$ cat src/rtl/serctl_pkg.sv
package serctl_pkg;
  localparam int          ADR_CTRL_A = 1;
  localparam int          ADR_CTRL_B = 2;
  localparam int          ADR_CMD    = 3;
  localparam logic [7:0]  RST_CTRL_A = 8'h85;
  localparam logic [7:0]  RST_CTRL_B = 8'h04;
  localparam logic [7:0]  SRST_CTRL_A = 8'h84;  // power mode cleared
  localparam logic [7:0]  MASK_CTRL_B = 8'h37;
  localparam logic [7:0]  CMD_KEY    = 8'hAA;
endpackage

$ cat src/rtl/serctl_sync.sv
module serctl_sync #(
  parameter int   STAGES  = 2,
  parameter logic RST_VAL = 1'b0
) (
  input  logic clk_i,
  input  logic rst_ni,
  input  logic d_i,
  output logic q_o
);
  generate
    if (STAGES == 0) begin : g_bypass
      assign q_o = d_i;
    end else begin : g_ff
      logic [STAGES-1:0] ff;
      always_ff @(posedge clk_i or negedge rst_ni) begin
        if (!rst_ni) begin
          ff <= {STAGES{RST_VAL}};
        end else begin
          ff[0] <= d_i;
          for (int i = 1; i < STAGES; i++) ff[i] <= ff[i-1];
        end
      end
      assign q_o = ff[STAGES-1];
    end
  endgenerate
endmodule

$ cat src/rtl/serctl_frame.sv
module serctl_frame #(
  parameter int ADDR_W = 6,
  parameter int DATA_W = 8
) (
  input  logic              clk_i,
  input  logic              rst_ni,
  input  logic              csn_s_i,
  input  logic              sclk_s_i,
  input  logic              sdi_s_i,
  input  logic [DATA_W-1:0] rd_data_i,
  output logic              wr_en_o,
  output logic [ADDR_W-1:0] wr_addr_o,
  output logic [DATA_W-1:0] wr_data_o,
  output logic [ADDR_W-1:0] rd_addr_o,
  output logic              sdo_o,
  output logic              sdo_oe_o
);
  localparam int HDR_LEN = 1 + ADDR_W;
  localparam int FRM_LEN = HDR_LEN + 1 + DATA_W;
  localparam int CNT_W   = $clog2(FRM_LEN + 1);

  logic                 sclk_d;
  logic [CNT_W-1:0]     cnt;
  logic [FRM_LEN-2:0]   shreg;
  logic                 rd_mode;
  logic [DATA_W-1:0]    rd_sh;
  logic                 sdo_q, oe_q;
  logic                 rise, fall, rd_req;
  logic [FRM_LEN-1:0]   frame_w;
  logic [HDR_LEN-1:0]   hdr_w;

  assign rise    = sclk_s_i & ~sclk_d & ~csn_s_i;
  assign fall    = ~sclk_s_i & sclk_d & ~csn_s_i;
  assign frame_w = {shreg, sdi_s_i};
  assign hdr_w   = frame_w[HDR_LEN-1:0];

  assign wr_en_o   = rise & ~rd_mode & (cnt == CNT_W'(FRM_LEN-1)) & ~frame_w[FRM_LEN-1];
  assign wr_addr_o = frame_w[FRM_LEN-2 -: ADDR_W];
  assign wr_data_o = frame_w[DATA_W-1:0];
  assign rd_req    = rise & ~rd_mode & (cnt == CNT_W'(HDR_LEN-1)) & hdr_w[HDR_LEN-1];
  assign rd_addr_o = hdr_w[ADDR_W-1:0];

  always_ff @(posedge clk_i or negedge rst_ni) begin
    if (!rst_ni) sclk_d <= 1'b0;
    else         sclk_d <= sclk_s_i;
  end

  always_ff @(posedge clk_i or negedge rst_ni) begin
    if (!rst_ni) begin
      cnt     <= '0;
      shreg   <= '0;
      rd_mode <= 1'b0;
      rd_sh   <= '0;
      sdo_q   <= 1'b0;
      oe_q    <= 1'b0;
    end else if (csn_s_i) begin
      cnt     <= '0;
      shreg   <= '0;
      rd_mode <= 1'b0;
      oe_q    <= 1'b0;
    end else begin
      if (rise) begin
        shreg <= frame_w[FRM_LEN-2:0];
        if (rd_mode) begin
          if (cnt != CNT_W'(FRM_LEN)) cnt <= cnt + 1'b1;  // saturate, window locked
        end else if (cnt == CNT_W'(FRM_LEN-1)) begin
          cnt <= '0;                                     // next frame back to back
        end else begin
          cnt <= cnt + 1'b1;
        end
        if (rd_req) begin
          rd_mode <= 1'b1;
          rd_sh   <= rd_data_i;
        end
      end
      if (fall && rd_mode) begin
        if (cnt >= CNT_W'(HDR_LEN+1) && cnt <= CNT_W'(FRM_LEN-1)) begin
          oe_q  <= 1'b1;
          sdo_q <= rd_sh[DATA_W-1];
          rd_sh <= {rd_sh[DATA_W-2:0], 1'b0};
        end else begin
          oe_q <= 1'b0;
        end
      end
    end
  end

  assign sdo_o    = sdo_q;
  assign sdo_oe_o = oe_q;
endmodule

$ cat src/rtl/serctl_regfile.sv
module serctl_regfile
  import serctl_pkg::*;
#(
  parameter int ADDR_W = 6,
  parameter int DATA_W = 8
) (
  input  logic              clk_i,
  input  logic              rst_ni,
  input  logic              wr_en_i,
  input  logic [ADDR_W-1:0] wr_addr_i,
  input  logic [DATA_W-1:0] wr_data_i,
  input  logic [ADDR_W-1:0] rd_addr_i,
  output logic [DATA_W-1:0] rd_data_o,
  output logic [DATA_W-1:0] ctrl_a_o,
  output logic [DATA_W-1:0] ctrl_b_o
);
  localparam logic [ADDR_W-1:0] A_A   = ADDR_W'(ADR_CTRL_A);
  localparam logic [ADDR_W-1:0] A_B   = ADDR_W'(ADR_CTRL_B);
  localparam logic [ADDR_W-1:0] A_CMD = ADDR_W'(ADR_CMD);

  logic [DATA_W-1:0] ctrl_a, ctrl_b;

  always_ff @(posedge clk_i or negedge rst_ni) begin
    if (!rst_ni) begin
      ctrl_a <= DATA_W'(RST_CTRL_A);
      ctrl_b <= DATA_W'(RST_CTRL_B);
    end else if (wr_en_i) begin
      if (wr_addr_i == A_A) begin
        ctrl_a <= wr_data_i;
      end else if (wr_addr_i == A_B) begin
        ctrl_b <= wr_data_i & DATA_W'(MASK_CTRL_B);
      end else if (wr_addr_i == A_CMD && wr_data_i == DATA_W'(CMD_KEY)) begin
        ctrl_a <= DATA_W'(SRST_CTRL_A);
        ctrl_b <= DATA_W'(RST_CTRL_B);
      end
    end
  end

  always_comb begin
    if (rd_addr_i == A_A)      rd_data_o = ctrl_a;
    else if (rd_addr_i == A_B) rd_data_o = ctrl_b;
    else                       rd_data_o = '0;  // command word and holes read zero
  end

  assign ctrl_a_o = ctrl_a;
  assign ctrl_b_o = ctrl_b;
endmodule

$ cat src/rtl/serctl_regs.sv
module serctl_regs #(
  parameter int ADDR_W      = 6,
  parameter int DATA_W      = 8,
  parameter int SYNC_STAGES = 2
) (
  input  logic       clk_i,
  input  logic       rst_ni,
  input  logic       csn_i,
  input  logic       sclk_i,
  input  logic       sdi_i,
  output logic       sdo_o,
  output logic       sdo_oe_o,
  output logic       ldo_stat_o,
  output logic       ldo_on_o,
  output logic [1:0] bpf_bw_o,
  output logic [1:0] lo_sel_o,
  output logic [1:0] pwr_mode_o,
  output logic [1:0] agc_time_o,
  output logic       agc_step_o,
  output logic       band_o,
  output logic       cal_o
);
  logic              csn_s, sclk_s, sdi_s;
  logic              wr_en;
  logic [ADDR_W-1:0] wr_addr, rd_addr;
  logic [DATA_W-1:0] wr_data, rd_data;
  logic [DATA_W-1:0] ctrl_a, ctrl_b;

  serctl_sync #(.STAGES(SYNC_STAGES), .RST_VAL(1'b1)) u_sync_csn (
    .clk_i(clk_i), .rst_ni(rst_ni), .d_i(csn_i), .q_o(csn_s));
  serctl_sync #(.STAGES(SYNC_STAGES), .RST_VAL(1'b0)) u_sync_sclk (
    .clk_i(clk_i), .rst_ni(rst_ni), .d_i(sclk_i), .q_o(sclk_s));
  serctl_sync #(.STAGES(SYNC_STAGES), .RST_VAL(1'b0)) u_sync_sdi (
    .clk_i(clk_i), .rst_ni(rst_ni), .d_i(sdi_i), .q_o(sdi_s));

  serctl_frame #(.ADDR_W(ADDR_W), .DATA_W(DATA_W)) u_frame (
    .clk_i(clk_i), .rst_ni(rst_ni),
    .csn_s_i(csn_s), .sclk_s_i(sclk_s), .sdi_s_i(sdi_s),
    .rd_data_i(rd_data),
    .wr_en_o(wr_en), .wr_addr_o(wr_addr), .wr_data_o(wr_data),
    .rd_addr_o(rd_addr), .sdo_o(sdo_o), .sdo_oe_o(sdo_oe_o));

  serctl_regfile #(.ADDR_W(ADDR_W), .DATA_W(DATA_W)) u_regs (
    .clk_i(clk_i), .rst_ni(rst_ni),
    .wr_en_i(wr_en), .wr_addr_i(wr_addr), .wr_data_i(wr_data),
    .rd_addr_i(rd_addr), .rd_data_o(rd_data),
    .ctrl_a_o(ctrl_a), .ctrl_b_o(ctrl_b));

  assign ldo_stat_o = ctrl_a[7];
  assign ldo_on_o   = ctrl_a[6];
  assign bpf_bw_o   = ctrl_a[5:4];
  assign lo_sel_o   = ctrl_a[3:2];
  assign pwr_mode_o = ctrl_a[1:0];
  assign agc_time_o = ctrl_b[5:4];
  assign agc_step_o = ctrl_b[2];
  assign band_o     = ctrl_b[1];
  assign cal_o      = ctrl_b[0];
endmodule

$ cat config.mk
export PLATFORM = sky130hd
export DESIGN_NAME = serctl_regs
export DESIGN_NICKNAME = d
export VERILOG_FILES = /design/src/rtl/serctl_pkg.sv /design/src/rtl/serctl_sync.sv /design/src/rtl/serctl_frame.sv /design/src/rtl/serctl_regfile.sv /design/src/rtl/serctl_regs.sv
export SDC_FILE = /design/constraint.sdc
export NUM_CORES = 1
export LEC_CHECK = 0
export ABC_AREA = 0
export BUFFER_PORTS_ARGS = -buffer_cell sky130_fd_sc_hd__buf_2
export CAP_MARGIN = 20
export CORE_MARGIN = 4
export CORE_UTILIZATION = 50
export CTS_BUF_LIST = sky130_fd_sc_hd__clkbuf_4 sky130_fd_sc_hd__clkbuf_8 sky130_fd_sc_hd__clkbuf_16
export DETAILED_ROUTE_END_ITERATION = 16
export GPL_ROUTABILITY_DRIVEN = 0
export PLACE_DENSITY_LB_ADDON = 0.08
export SLEW_MARGIN = 10
export SYNTH_ARGS = -nofsm -noshare
export SYNTH_HDL_FRONTEND = slang
export SYNTH_SLANG_ARGS = --single-unit
$ cat constraint.sdc
create_clock -name clk_i -period 2.2 [get_ports clk_i]
set_clock_uncertainty 0.05 [all_clocks]
set_input_delay 0.44 -clock clk_i [delete_from_list [all_inputs] [get_ports clk_i]]
set_output_delay 0.44 -clock clk_i [all_outputs]
set_load 0.005 [all_outputs]
==> flow_summary.yaml, run 1 <==
critical_path:
  max_stage_delay_ps: 440
  critPathLaunchType: "flip-flop"
  path_class: "flip-flop to flip-flop"
  critical_path.cell_chain: "inv_1 > ha_1 > and4b_1 > nand3_1 > or3_1 > a21boi_1"
  path_max_fanout: 8
  crit_required_ps: 2380
  critPathSlowestCell: "dfrtp_1"
  end_kind: "flip-flop"
  cp.arrival_ps: 1960
clocking:
  cts.sinks: 51
  cts_root_buf: "clkbuf_8"
  cts_setup_buffers: 0
  cts_buffers: 5
  clock_latency_ps: 300
  h-tree-depth: 2
  cts.reportedPaths.clkPinSlew_ps: 90
  cts_buffer_depth: 2
  ctsHoldBuffers: 0
  cts_resized: 0
  cts_tree: "built"
detailed_routing:
  totalWireLength_mm: 4.917
  ant_nets: 0
  drc_errors: 0
  first_pass_iters: 4
  drtIter0Drc: 99
  routed_via_density: 5.651
  dr_total_vias: 1763
  wire_per_inst_um: 15.76
layout:
  fillCellCount: 399
  multi_input_area_um2: 991.0
  syn_to_final_growth_pct: 10.44
  finalCoreUtilization_pct: 58.86
  stdcell_count: 312
  antenna_cells: 0
  seq_area_um2: 1284
  fin_nets: 267
  finalInstanceArea_um2: 2634
  drive_above_1_share_pct: 19.23
floorplanning:
  row_count: 24
  die_w_um: 77.06
  pin_count: 20
  dieArea_um2: 5938
  fp.dieH_um: 77.06
  start_util_pct: 53.30
  core_um2: 4474
timing:
  finalSetupTns_ps: 0
  finalCritPeriodShare_pct: 81.30
  hold_viol: 0
  hold_ws_ps: 41.33
  tightest_slew_ps: 669.0
  rsz0062_at_grt: "no"
  slew_headroom_pct: 54.99
  fmax_mhz: 559.1
  drv_slew: 0
  setup-violations-final: 0
  finalWorstSetupSlack_ps: 411.3
  min_period_ps: 1789
global_routing:
  grt_pass1_wl_mm: 8.507
  grt_overflow: 0
  grt_max_degree: 32
  antenna_found_initial: 0
  track_usage_pct: 17.88
  grt_pass1_vias: 1691
status:
  status: "complete, no violations"
run:
  drv_cap: 0
synth:
  avgSynthCellArea_um2: 10.02
  ys_seq_elements: 51
  syn_area_um2: 2385
  ys_async_sr_fraction_pct: 100.0
  yosysTopAreaCell: "dfrtp_1"
  ys_warn_count: 0
  synth.distinct_cells: 45
  syn_nets: 246
  synth_ff_type: "dfrtp_1"
  synth_top_area_share_pct: 47.22
  synth_edf_count: 0
  synth_area_leaders: "dfrtp_1, nand2_1, dfstp_2"
  ys_seq_area_share_pct: 53.83
  synth_commonest_cells: "dfrtp_1, nand2_1, a21oi_1"
  postSynthCellCount: 238
power_and_ir_drop:
  clock_power_share_pct: 34.4
  total_power_mw: 1.569
  combPwrFrac_pct: 4.3
  leakage_nw: 1.226
  netSwitchingFraction_pct: 22.38
  power_density_nw_per_um2: 595.6
  seqPwrFrac_pct: 61.3
  ir_drop_uv: 497.0
  internal_power_mw: 1.218
  p_sw_uw: 351.1
min_path:
  hold_path.class: "input port to async pin"
placement:
  dp_cells: 304
  dp_worst_setup_slack_ps: 433.3
  io_buffers: 19
  dpl_cell_area_um2: 2545
  post-dp-hpwl_mm: 3.517
## worst paths after layout
check	from	endpoint	slack [ps]	cells past startpoint
worst min register to register	u_sync_sclk.g_ff.ff[0]	u_sync_sclk.g_ff.ff[1]	300	0
min in group clk_i	csn_i	u_sync_csn.g_ff.ff[0]	180	1
worst max register to register	u_frame.cnt[0]	u_frame.rd_sh[0]	410	6
worst max-delay path	u_frame.cnt[0]	u_frame.rd_sh[0]	410	6
max in group asynchronous	rst_ni	u_regs.ctrl_a_o[7]	1450	2
worst min-delay path	rst_ni	u_frame.cnt[2]	40	1
## power by group through the flow
stage                     Combinational (mW)  Sequential (mW)  Clock (mW)
after floorplan                       0.0369            0.973           0
after global placement                0.0692            0.978           0
after detailed placement              0.0693            0.979           0
after CTS                             0.0697            0.961       0.561
after global routing                  0.0775            0.963       0.606
final                                 0.0681            0.961       0.540
## flip-flops by register name (all words and copies together), names as in the netlist, 2 cells and up
| signal | cells |
|---|---|
| u_regs.ctrl_b_o | 5 |
| u_frame.rd_sh | 8 |
| u_frame.shreg | 15 |
| u_sync_sdi.g_ff.ff | 2 |
| u_sync_csn.g_ff.ff | 2 |
| u_regs.ctrl_a_o | 8 |
| u_frame.cnt | 5 |
| u_sync_sclk.g_ff.ff | 2 |
## critical path: cells and delay by family (launching register included)
kind,cells,cell delay [ps]
AND/OR/NAND/NOR,3,840
flip-flops,1,440
adder cells (fa/ha/maj),1,140
AO/OA/AOI/OAI,1,140
buffers and inverters,1,120
## area by class of cell
class | instances | area share, %
clock buffer | 7 | 3.183
clock inverter | 1 | 0.1900
inverter | 14 | 1.995
multi-input combinational | 162 | 37.62
sequential | 51 | 48.74
tap | 52 | 2.470
timing repair buffer | 25 | 5.796
## layer usage
layer  vias to the layer above  wire (um)  GRT usage (%)
met5                         -          0              0
met3                         9        161          3.864
li1                        865          -              -
met4                         0         85          5.872
met2                        26       2236          27.35
met1                       863       2434          25.32
## placed cells by master, fill, tap and decap left out, drive strengths merged, types with 4 or more instances in the layout
master  Yosys  routed
a211oi      4       4
a21oi      26      26
nand2      45      45
nand3       4       4
dfrtp      45      45
a22oi       5       5
inv        14      14
a21boi      7       7
o211a       4       4
buf         7      25
a21o        6       6
mux2i       4       4
o21ai       7       7
nor2        6       6
clkbuf      4       7
dfstp       6       6
nor2b       4       4
## logic make-up after synthesis
family                     Yosys count  synth area share (%)
buffers and inverters               25                 4.617
adders and majority gates            3                 1.574
DFF                                 51                 53.83
AOI/OAI and AO/OA                   64                 17.89
and+or+nand+nor                     91                 20.41
muxes                                4                 1.679
Note: power is estimated with default switching activity, not from simulation.
==> inputs of run 2 (changes only) <==
--- a/config.mk
+++ b/config.mk
@@ -5,7 +5,7 @@
 export SDC_FILE = /design/constraint.sdc
 export NUM_CORES = 1
 export LEC_CHECK = 0
-export ABC_AREA = 0
+export ABC_AREA = 1
 export BUFFER_PORTS_ARGS = -buffer_cell sky130_fd_sc_hd__buf_2
 export CAP_MARGIN = 20
 export CORE_MARGIN = 4
==> constraint.sdc (replaced) <==
create_clock -name clk_i -period 1.7 [get_ports clk_i]
set_clock_uncertainty 0.05 [all_clocks]
set_input_delay 0.34 -clock clk_i [delete_from_list [all_inputs] [get_ports clk_i]]
set_output_delay 0.34 -clock clk_i [all_outputs]
set_load 0.005 [all_outputs]
==> run 2 against run 1 <==
Against the previous run:
- non-clock buffer count grew 23
- highest routed layer unchanged
- hold slack gained 31 ps
- critical endpoint is now u_regs.ctrl_a_o[2]
- sequential power grew 29%
- via count grew 24%
- first-iteration DRC count grew 9.1%
- register-to-register slack lost 350 ps
- global-route usage grew 2.0 points
- worst setup slack lost 350 ps
- critical path type unchanged
- critical path depth grew 3
- cell area grew 16%
==> flow_summary.yaml, run 2 <==
floorplanning:
  start_util_pct: 52.18
  core_um2: 4755
  die_w_um: 78.45
  dieArea_um2: 6154
  pin_count: 20
  row_count: 25
  fp.dieH_um: 78.45
synth:
  syn_area_um2: 2481
  avgSynthCellArea_um2: 8.135
  ys_warn_count: 0
  synth_area_leaders: "dfrtp_1, nand2_1, nand3_1"
  synth.distinct_cells: 25
  postSynthCellCount: 305
  ys_seq_area_share_pct: 51.74
  synth_ff_type: "dfrtp_1"
  synth_commonest_cells: "nand2_1, dfrtp_1, inv_1"
  synth_edf_count: 0
  yosysTopAreaCell: "dfrtp_1"
  ys_async_sr_fraction_pct: 100.0
  synth_top_area_share_pct: 45.39
  yosysMostFrequentCell: "nand2_1"
  ys_seq_elements: 51
  syn_nets: 313
clocking:
  cts_buffers: 5
  cts.sinks: 51
  cts_tree: "built"
  h-tree-depth: 2
  cts.reportedPaths.clkPinSlew_ps: 90
  clock_latency_ps: 310
  cts_root_buf: "clkbuf_8"
  cts_buffer_depth: 2
timing:
  min_period_ps: 1641
  drv_slew: 0
  hold_viol: 0
  finalCritPeriodShare_pct: 96.53
  slew_headroom_pct: 78.01
  finalSetupTns_ps: 0
  rsz0062_at_grt: "yes"
  fmax_mhz: 609.4
  setup-violations-final: 0
  finalWorstSetupSlack_ps: 59.00
  tightest_slew_ps: 327.4
layout:
  layout_common_cells: "nand2_1, dfrtp_1, inv_1"
  fin_nets: 362
  finalCoreUtilization_pct: 64.50
  drive_above_1_share_pct: 26.48
  stdcell_count: 422
  top_register: "u_frame.shreg"
  syn_to_final_growth_pct: 23.60
  final_common_cell: "nand2_1"
  largest_register_ffs: 15
  antenna_cells: 0
critical_path:
  cp.arrival_ps: 1850
  crit_required_ps: 1900
  path_max_fanout: 7
  path_class: "flip-flop to flip-flop"
  end_kind: "flip-flop"
  critPathLaunchType: "flip-flop"
  reg2regPathDepth: 9
detailed_routing:
  first_pass_iters: 4
  drc_errors: 0
  totalWireLength_mm: 5.684
  ant_nets: 0
  wire_per_inst_um: 13.47
  routed_via_density: 5.187
  drtIter0Drc: 108
  dr_total_vias: 2189
status:
  status: "complete, no violations"
placement:
  post-dp-hpwl_mm: 3.894
  io_buffers: 19
  dp_worst_setup_slack_ps: -5.228
  dp_cells: 407
power_and_ir_drop:
  power_density_nw_per_um2: 675.6
  total_power_mw: 2.072
  leakage_nw: 1.551
  ir_drop_uv: 596.5
min_path:
  hold_depth: 1
  hold_path.class: "input port to flip-flop"
global_routing:
  grt_pass1_wl_mm: 9.735
  grt_max_degree: 52
  grt_overflow: 0
  antenna_found_initial: 0
  track_usage_pct: 19.85
  grt_pass1_vias: 2021
run:
  drv_cap: 0
[run 2: cell count changes in the layout (fill, tap and decap cells not counted), moves of 9 or more]
cell / change
nand3_1: +22
nand2_1: +32
inv_1: +22
nand4_1: +13
o22ai_1: +14
buf_4: +19
a21oi_1: -23
nor2_1: +19
nand2_2: +9
[run 2: report_power, final]
group	total (mW)	switching, mW	internal (mW)	leakage [nW]
Sequential	1.24	0.00850	1.23	0.678
Combinational	0.126	0.0831	0.0429	0.828
Clock	0.710	0.405	0.305	0.0446
[run 2: routing by layer]
metal,track usage [%],part of all wire (%)
met5,0,0
met4,6.469,1.4
met3,3.211,3.3
met2,30.48,47
met1,28.74,48
[run 2: logic make-up (layout without fill, tap and decap cells)]
| kind of cell | after synthesis | in the layout | share of synthesized area (%) |
|---|---|---|---|
| mux | 1 | 1 | 0.4538 |
| buf+inv | 45 | 95 | 7.715 |
| fa+ha+maj | 3 | 3 | 1.513 |
| flops | 51 | 51 | 51.74 |
| compound gates | 35 | 35 | 7.917 |
| simple gates | 170 | 170 | 30.66 |
[run 2: critical path: stages, from the launching register on]
cell	delay, ps
dfrtp_1	370
ha_2	210
nand2_4	60
nor2_4	90
inv_2	50
nor4_4	310
buf_6	190
buf_4	120
nand3_1	80
nand2_1	70
[run 2: timing repair]
action                                  4_1_cts  5_1_grt
gates resized for setup                       1       36
pin swaps                                     0       15
setup buffers                                 0        6
hold endpoints to repair                     45        0
hold buffers                                  1        0
cloned                                        0        0
endpoints found under the setup margin        4       20
[run 2: metrics by stage]
step / hold slack (ps) / cell area [um^2]
6_report: 72.31 / 3067
5_1_grt: 66.33 / 3067
4_1_cts: 65.64 / 2908
3_5_place_dp: 290.5 / 2805
3_3_place_gp: 283.0 / 2805
2_1_floorplan: -5.591 / 2481
[run 2: cell type report]
type / instances / area, um^2
Fill cell: 420 / 1688
Sequential cell: 51 / 1284
Multi-Input combinational cell: 209 / 1116
Timing Repair Buffer: 48 / 347.8
Inverter: 39 / 146.4
Tap cell: 67 / 83.83
Clock buffer: 6 / 76.32
Clock inverter: 2 / 12.51
[run 2: worst paths after layout]
kind	start	endpoint	slack (ps)
worst max-delay path	u_frame.cnt[1]	u_regs.ctrl_a_o[2]	60
worst min-delay path	csn_i	u_sync_csn.g_ff.ff[0]	70
worst max register to register	u_frame.cnt[1]	u_regs.ctrl_a_o[2]	60
worst min register to register	u_sync_sclk.g_ff.ff[0]	u_sync_sclk.g_ff.ff[1]	310
max in group asynchronous	rst_ni	u_regs.ctrl_a_o[2]	800
min in group asynchronous	rst_ni	u_frame.rd_sh[2]	500
==> inputs of run 3 (changes only) <==
--- a/config.mk
+++ b/config.mk
@@ -10,11 +10,11 @@
 export CAP_MARGIN = 20
 export CORE_MARGIN = 4
 export CORE_UTILIZATION = 50
-export CTS_BUF_LIST = sky130_fd_sc_hd__clkbuf_4 sky130_fd_sc_hd__clkbuf_8 sky130_fd_sc_hd__clkbuf_16
 export DETAILED_ROUTE_END_ITERATION = 16
 export GPL_ROUTABILITY_DRIVEN = 0
 export PLACE_DENSITY_LB_ADDON = 0.08
 export SLEW_MARGIN = 10
 export SYNTH_ARGS = -nofsm -noshare
 export SYNTH_HDL_FRONTEND = slang
+export SYNTH_HIERARCHICAL = 1
 export SYNTH_SLANG_ARGS = --single-unit
==> run 3 against run 2 <==
Against the previous run:
- fmax increased by 2.9%
- register-to-register slack better by 50 ps
- total power is 2.3% lower
- critical path type unchanged
- largest cell class unchanged
==> flow_summary.yaml, run 3 <==
timing:
  tightest_slew_ps: 275.6
  hold_ws_ps: 91.93
  drv_slew: 0
  finalCritPeriodShare_pct: 93.77
  hold_viol: 0
  slew_headroom_pct: 81.57
  fmax_mhz: 627.3
  rsz0062_at_grt: "yes"
  setup-violations-final: 0
  min_period_ps: 1594
critical_path:
  cp.arrival_ps: 1780
  critPathLaunch: "u_frame/cnt[1]"
  critPathLaunchType: "flip-flop"
  path_class: "flip-flop to flip-flop"
  path_max_fanout: 9
  end_kind: "flip-flop"
  crit_required_ps: 1890
  r2r-start: "u_frame/cnt[1]"
synth:
  postSynthCellCount: 358
  syn_area_um2: 2859
  avgSynthCellArea_um2: 7.986
  syn_nets: 366
  ys_warn_count: 6
power_and_ir_drop:
  clock_power_share_pct: 32.9
  netSwitchingFraction_pct: 22.91
  combPwrFrac_pct: 5.8
  ir_drop_uv: 475.3
  internal_power_mw: 1.560
  power_density_nw_per_um2: 635.4
  total_power_mw: 2.023
  leakage_nw: 1.646
  seqPwrFrac_pct: 61.3
  p_sw_uw: 463.5
detailed_routing:
  wire_per_inst_um: 12.57
  first_pass_iters: 4
  totalWireLength_mm: 5.709
  dr_total_vias: 2232
  drc_errors: 0
  ant_nets: 0
  drtIter0Drc: 99
  routed_via_density: 4.916
placement:
  io_buffers: 19
  post-dp-hpwl_mm: 4.160
clocking:
  cts.sinks: 51
  cts_buffer_depth: 2
  cts_root_buf: "clkbuf_8"
  cts_buffers: 5
  clock_latency_ps: 290
  cts.reportedPaths.clkPinSlew_ps: 90
  cts_tree: "built"
  h-tree-depth: 2
min_path:
  hold_path.class: "input port to flip-flop"
  worstHoldStart: "csn_i"
floorplanning:
  row_count: 27
  die_w_um: 83.62
  fp.dieH_um: 83.62
  dieArea_um2: 6991
  start_util_pct: 51.60
  core_um2: 5540
  pin_count: 20
global_routing:
  track_usage_pct: 18.18
  grt_max_degree: 52
  grt_busiest_layer: "met2"
  grtUsageMet3_pct: 3.850
  met1_usage_pct: 24.39
  use_met2_pct: 28.78
  grt_overflow: 0
  antenna_found_initial: 0
  grt_pass1_wl_mm: 10.41
  grt_pass1_vias: 2247
layout:
  antenna_cells: 0
  syn_to_final_growth_pct: 11.38
  final_common_cell: "nand2_1"
  largest_register_ffs: 15
  top_register: "u_frame/shreg"
  fillCellCount: 503
  layout_common_cells: "nand2_1, inv_1, dfrtp_1"
  fin_nets: 389
  drive_above_1_share_pct: 24.08
run:
  drv_cap: 0
status:
  status: "complete, no violations"
==> run 3: final timing paths <==
path                                         end  slack, ps  cells after the start
max                           u_regs/ctrl_a_o[0]        110                     10
min in group asynchronous     u_regs/ctrl_a_o[6]        530                      3
max reg2reg                   u_regs/ctrl_a_o[0]        110                     10
min                        u_sync_csn/g_ff.ff[0]         90                      1
max in group asynchronous  u_sync_csn/g_ff.ff[1]        770                      3
min reg2reg                u_sync_sdi/g_ff.ff[1]        310                      0
==> run 3: cell type report <==
| class | instances | area, um^2 | area share [%] |
|---|---|---|---|
| repair buffers | 41 | 275.3 | 8.644 |
| multi-input cells | 213 | 1185 | 37.21 |
| flip-flops and latches | 51 | 1284 | 40.31 |
| well taps | 72 | 90.09 | 2.829 |
| inverters | 69 | 270.3 | 8.487 |
| clock buffers | 8 | 80.08 | 2.515 |
==> run 3: metal layers <==
layer	part of all wire [%]	up-vias
li1	-	1154
met1	49	1027
met2	46	43
met3	3.0	8
met4	1.9	0
met5	0	-
==> run 3: stage by stage <==
| stage | instance area, um^2 | setup slack, ps | TNS, ps | util (%) | instances |
|---|---|---|---|---|---|
| after floorplan | 2859 | 61.84 | 0 | - | 358 |
| after global placement | 3009 | 24.24 | 0 | 54.31 | 442 |
| after detailed placement | 3009 | -30.67 | -149.2 | 54.31 | 442 |
| after CTS | 3112 | 11.66 | 0 | 56.17 | 452 |
| after global routing | 3184 | -18.58 | -68.86 | 57.48 | 454 |
| final | 3184 | 106.0 | 0 | 57.48 | 454 |
==> run 3: what timing repair did <==
action,in CTS,in global routing
resized for setup,1,16
hold buffers,1,0
hold endpoints to repair,45,0
setup endpoints to repair,12,21
pin swaps,0,3
setup buffers,1,2
==> run 3: worst max-delay path, cell delays in order (launching register included) <==
cell and delay [ps]:
dfrtp_1 360, ha_2 190, nand2_2 80, nor2_4 90
nand2_2 60, nor3_2 110, buf_4 170, nand3_4 170
inv_4 120, nand2_1 50, nand2_1 90
==> run 3: power groups by stage <==
stage	clock network, mW	registers [mW]	logic, mW
6_report	0.665	1.24	0.118
5_1_grt	0.760	1.24	0.136
4_1_cts	0.704	1.24	0.119
3_5_place_dp	0	1.26	0.117
3_3_place_gp	0	1.26	0.116
2_1_floorplan	0	1.26	0.0694
